$ cat config.mk
export PLATFORM = sky130hd
export DESIGN_NAME = dsp_agu
export DESIGN_NICKNAME = d
export VERILOG_FILES = /design/src/rtl/agu_pkg.sv /design/src/rtl/agu_regs.sv /design/src/rtl/agu_modify.sv /design/src/rtl/dsp_agu.sv
export SDC_FILE = /design/constraint.sdc
export NUM_CORES = 1
export LEC_CHECK = 0
export BUFFER_PORTS_ARGS = -buffer_cell sky130_fd_sc_hd__clkbuf_2
export CAP_MARGIN = 25
export CORE_MARGIN = 3
export CORE_UTILIZATION = 45
export CTS_CLUSTER_SIZE = 10
export DETAILED_ROUTE_END_ITERATION = 16
export PLACE_DENSITY = 0.73
export SYNTH_ARGS = -nofsm -noshare
export SYNTH_HDL_FRONTEND = slang
export SYNTH_SLANG_ARGS = --single-unit
$ cat constraint.sdc
create_clock -name clk -period 48.1 [get_ports clk]
set_clock_uncertainty 0.2 [all_clocks]
set_input_delay 2.405 -clock clk [delete_from_list [all_inputs] [get_ports clk]]
set_output_delay 2.405 -clock clk [all_outputs]
set_load 0.01 [all_outputs]
$ cat src/rtl/agu_pkg.sv
package agu_pkg;

    typedef enum logic [1:0] {
        AGU_LINEAR  = 2'd0,
        AGU_CIRC    = 2'd1,
        AGU_BITREV  = 2'd2,
        AGU_LINEAR2 = 2'd3
    } agu_mode_e;

    typedef enum logic [1:0] {
        WK_PTR   = 2'd0,
        WK_LOWER = 2'd1,
        WK_UPPER = 2'd2,
        WK_NONE  = 2'd3
    } agu_wkind_e;

    typedef struct packed {
        agu_mode_e mode;
        logic      pre;
        logic      dec;
    } agu_op_t;

endpackage

$ cat src/rtl/agu_regs.sv
module agu_regs
    import agu_pkg::*;
#(
    parameter int AW   = 16,
    parameter int NREG = 4,
    localparam int SW  = $clog2(NREG)
) (
    input  logic                clk,
    input  logic                rst,
    input  logic                wr_en,
    input  logic [SW-1:0]       wr_sel,
    input  agu_wkind_e          wr_kind,
    input  logic [AW-1:0]       wr_data,
    input  logic                upd_en,
    input  logic [SW-1:0]       upd_sel,
    input  logic [AW-1:0]       upd_data,
    output logic [NREG*AW-1:0]  ptr_flat,
    output logic [NREG*AW-1:0]  lo_flat,
    output logic [NREG*AW-1:0]  hi_flat
);

    for (genvar i = 0; i < NREG; i++) begin : g_reg
        logic [AW-1:0] ptr_q, lo_q, hi_q;
        logic          wr_hit;

        assign wr_hit = wr_en && (wr_sel == SW'(i));

        always_ff @(posedge clk) begin
            if (rst) begin
                ptr_q <= '0;
                lo_q  <= '0;
                hi_q  <= '0;
            end else begin
                // Write port has priority over the modify writeback
                if (wr_hit && wr_kind == WK_PTR)
                    ptr_q <= wr_data;
                else if (upd_en && upd_sel == SW'(i))
                    ptr_q <= upd_data;
                if (wr_hit && wr_kind == WK_LOWER)
                    lo_q <= wr_data;
                if (wr_hit && wr_kind == WK_UPPER)
                    hi_q <= wr_data;
            end
        end

        assign ptr_flat[i*AW +: AW] = ptr_q;
        assign lo_flat[i*AW +: AW]  = lo_q;
        assign hi_flat[i*AW +: AW]  = hi_q;
    end

endmodule

$ cat src/rtl/agu_modify.sv
module agu_modify
    import agu_pkg::*;
#(
    parameter int AW  = 16,
    localparam int LW = AW + 1
) (
    input  agu_op_t        op,
    input  logic [AW-1:0]  cur,
    input  logic [AW-1:0]  lower,
    input  logic [AW-1:0]  upper,
    input  logic [AW-1:0]  step,
    output logic [AW-1:0]  nxt
);

    // Linear
    logic [AW-1:0] lin_nxt;
    assign lin_nxt = op.dec ? (cur - step) : (cur + step);

    // Circular: offset arithmetic inside the window
    logic [LW-1:0] win_len, len_safe, step_red, offs, offs_new;
    logic [AW-1:0] circ_nxt;

    always_comb begin
        win_len  = {1'b0, upper} - {1'b0, lower} + LW'(1);
        len_safe = (win_len == '0) ? LW'(1) : win_len;
        step_red = {1'b0, step} % len_safe;
        offs     = {1'b0, cur} - {1'b0, lower};
        if (op.dec) begin
            if (offs >= step_red) offs_new = offs - step_red;
            else                  offs_new = offs + len_safe - step_red;
        end else begin
            offs_new = offs + step_red;
            if (offs_new >= len_safe) offs_new = offs_new - len_safe;
        end
        circ_nxt = lower + offs_new[AW-1:0];
    end

    // Bit-reverse: carry runs from MSB toward LSB
    logic [AW-1:0] cur_rev, step_rev, sum_rev, brev_nxt;
    for (genvar b = 0; b < AW; b++) begin : g_rev
        assign cur_rev[b]  = cur[AW-1-b];
        assign step_rev[b] = step[AW-1-b];
        assign brev_nxt[b] = sum_rev[AW-1-b];
    end
    assign sum_rev = op.dec ? (cur_rev - step_rev) : (cur_rev + step_rev);

    always_comb begin
        unique case (op.mode)
            AGU_CIRC:   nxt = circ_nxt;
            AGU_BITREV: nxt = brev_nxt;
            default:    nxt = lin_nxt;
        endcase
    end

endmodule

$ cat src/rtl/dsp_agu.sv
module dsp_agu
    import agu_pkg::*;
#(
    parameter int AW   = 16,
    parameter int NREG = 4,
    localparam int SW  = $clog2(NREG)
) (
    input  logic           clk,
    input  logic           rst,
    input  logic           req_valid,
    input  logic [SW-1:0]  req_sel,
    input  logic [1:0]     req_mode,
    input  logic           req_pre,
    input  logic           req_dec,
    input  logic [AW-1:0]  req_step,
    input  logic           wr_en,
    input  logic [SW-1:0]  wr_sel,
    input  logic [1:0]     wr_kind,
    input  logic [AW-1:0]  wr_data,
    output logic [AW-1:0]  ea
);

    logic [NREG*AW-1:0] addr_flat, start_flat, end_flat;
    logic [AW-1:0]      cur, lower, upper, nxt;
    agu_op_t            op;

    assign op.mode = agu_mode_e'(req_mode);
    assign op.pre  = req_pre;
    assign op.dec  = req_dec;

    assign cur   = addr_flat[req_sel*AW +: AW];
    assign lower = start_flat[req_sel*AW +: AW];
    assign upper = end_flat[req_sel*AW +: AW];

    agu_modify #(.AW(AW)) u_mod (
        .op    (op),
        .cur   (cur),
        .lower (lower),
        .upper (upper),
        .step  (req_step),
        .nxt   (nxt)
    );

    assign ea = op.pre ? nxt : cur;

    agu_regs #(.AW(AW), .NREG(NREG)) u_regs (
        .clk      (clk),
        .rst      (rst),
        .wr_en    (wr_en),
        .wr_sel   (wr_sel),
        .wr_kind  (agu_wkind_e'(wr_kind)),
        .wr_data  (wr_data),
        .upd_en   (req_valid),
        .upd_sel  (req_sel),
        .upd_data (nxt),
        .ptr_flat (addr_flat),
        .lo_flat  (start_flat),
        .hi_flat  (end_flat)
    );

endmodule

==> metrics.yaml <==
outcome:
  status: "finished clean"
cts:
  cts_root_buffer: "clkbuf_16"
  ctsHoldBuffers: 0
  clock_latency_ps: 440
  cts_sinks: 192
  htreeDepth: 4
  cts_tree: "built"
  numCtsBuffers: 17
  clk_pin_slew_ps: 60
  clock_path_buffers: 2
final_layout:
  diodes: 0
  nNetsFinal: 3864
  fill_cells: 5387
  final_core_util_pct: 50.5
  drive_above_1_share_pct: 12.9
  seqCellArea_mm2: 0.00384
  multiInputGateArea_mm2: 0.0209
  area_growth_pct: 9.61
synthesis:
  synth.ff_latch_count: 192
  yosysSeqAreaShare_pct: 15.0
  synthTopCellsByArea: "ha_1 (15%), dfxtp_1 (15%), a21oi_1 (7.1%)"
  synth_area_per_cell_um2: 7.42
  yosysUniqueCellTypes: 105
  syn-num-nets: 3847
  synth_area_mm2: 0.0257
  syn_inst: 3462
  synth_common_cells: "nand2_1 (454), a21oi_1 (365), ha_1 (315)"
  synth_ff_type: "dfxtp_1"
  async_reset_ff_share_pct: 0
  ys_warn_count: 0
  synth_top_cell_by_area: "ha_1"
  synth_top_area_share_pct: 15.3
  synth_most_common_cell: "nand2_1"
  synth_edf_count: 0
critical_path:
  crit_required_ps: 45500
  cp-end-kind: "output port"
  worst_ep_arrival_time_ps: 43220
  path_delay_family: "compound AO/OA/AOI/OAI gates"
  critPathKind: "input pin to output port"
  path_common_cell: "ha_1"
  cp_slowest_stage_delay_ps: 570
  cp_slowest_cell: "mux4_2"
  cp_max_fo: 27
  crit_buf_inv: 17
  crit_path_start_kind: "input pin"
floorplan:
  rows: 86
  initial_core_util_pct: 46.0
  die_w_um: 245
  fp.dieH_um: 245
  coreArea_mm2: 0.0558
  pin_count: 62
  dieArea_mm2: 0.0600
route:
  drt-total-wl_mm: 88.1
  firstDrtPassIters: 6
  first_iter_violations: 2733
  wl_per_cell_um: 20.8
  vias: 26544
  vias_per_cell: 6.26
  ant_nets: 0
  drc_errors: 0
worst_hold_path:
  hp-class: "flop to flop"
global_route:
  grt_pass1_wl_mm: 135
  antenna_found_initial: 0
  grt-ovfl-total: 0
  grt_use_total_pct: 28.1
  grt_pass1_vias: 24295
  grt_max_degree: 148
sta:
  post-route-period-util_pct: 95.3
  slew_violations: 0
  finalSetupTns_ps: 0
  period_needed_ps: 45820
  finalSetupViolations: 0
  tightest_slew_ps: 1080
  hold_violations: 0
  slew_headroom_pct: 27.7
  clock.fmax_ghz: 0.0218
placed_design:
  dpl.hpwl_mm: 67.4
  io_buffers: 61
  place_congestion: 1.05
job:
  drv_cap: 0
==> flip-flops by register name (all words and copies together), names as in the netlist <==
signal	cells
u_regs.g.lo_q	64
u_regs.g.hi_q	64
u_regs.g.ptr_q	64
==> area by class of cell <==
class	instances	area share, %
multi-input combinational	2919	74.1
clock inverter	13	0.537
clock buffer	19	1.57
inverter	169	2.26
tap	748	3.32
sequential	192	13.6
timing repair buffer	180	4.58
==> per-stage QoR <==
stage | cells | hold slack [ps] | cell area, um2 | worst slack [ps]
after floorplan | 3462 | 233 | 25700 | 1040
after global placement | 4182 | 238 | 27000 | 757
after detailed placement | 4185 | 243 | 27000 | -153
after CTS | 4218 | 252 | 27700 | 23.1
after global routing | 4240 | 273 | 28200 | -255
final | 4240 | 251 | 28200 | 2280
==> routing by layer <==
layer / routed length, um / vias to the layer above / global-route usage, %
met5: 0 / - / 0
met4: 3890 / 0 / 11.5
met3: 7400 / 244 / 3.31
met2: 39700 / 1288 / 46.0
met1: 37100 / 12399 / 37.6
li1: - / 12613 / -
==> worst paths after layout <==
check | from | end | slack, ps | cells after the start
worst min-delay path | u_regs.g_reg[1].lo_q[6]$_SDFFE_PP0P_ | u_regs.g_reg[1].lo_q[6]$_SDFFE_PP0P_ | 250 | 2
worst min register to register | u_regs.g_reg[1].lo_q[6]$_SDFFE_PP0P_ | u_regs.g_reg[1].lo_q[6]$_SDFFE_PP0P_ | 250 | 2
worst max register to register | u_regs.g_reg[0].lo_q[1]$_SDFFE_PP0P_ | u_regs.g_reg[1].ptr_q[10]$_SDFFE_PP0P_ | 7020 | 192
worst max-delay path | req_sel[0] | ea[15] | 2280 | 191
==> placed cells by master (no fill, tap or decap), types with 17 or more instances in the layout <==
cell type,count
ha_1,314
clkbuf_16,17
mux4_2,47
a211oi_1,57
o211ai_1,17
nand2_1,451
fa_1,24
mux2i_1,26
and3_1,25
and2_1,19
clkbuf_2,58
mux2_2,42
nor3_1,103
nand2b_1,32
nand3_1,62
buf_4,110
nor2b_1,32
a21oi_1,352
a31oi_1,24
nor2_1,310
xnor2_1,130
xor2_1,82
o21a_1,66
o21ai_0,146
or3_1,37
or2_2,33
dfxtp_1,192
a21o_1,70
nand4_1,23
inv_1,165
==> cell families after synthesis <==
group,count (synthesis),share of synthesized area [%]
flip-flops,192,15.0
buffers and inverters,351,5.29
AND/OR/NAND/NOR,1214,21.8
XOR/XNOR,216,7.39
adder cells (fa/ha/maj),339,17.2
other,1,0.0146
multiplexers,117,7.05
AO/OA/AOI/OAI,1032,26.3
==> worst min-delay path, cell delays in order (launching register included) <==
cell     delay (ps)
dfxtp_1         310
nand2_1          50
a21oi_1          50
==> timing repair <==
action                                  in CTS  in global routing
pin swaps                                    1                 13
gates resized for setup                      6                 98
buffers inserted                             1                 21
endpoints found under the setup margin       4                 72
Power is left out: the tool's default activity adds up to more than one toggle a clock period on the data nets, which glitch-free logic cannot reach.
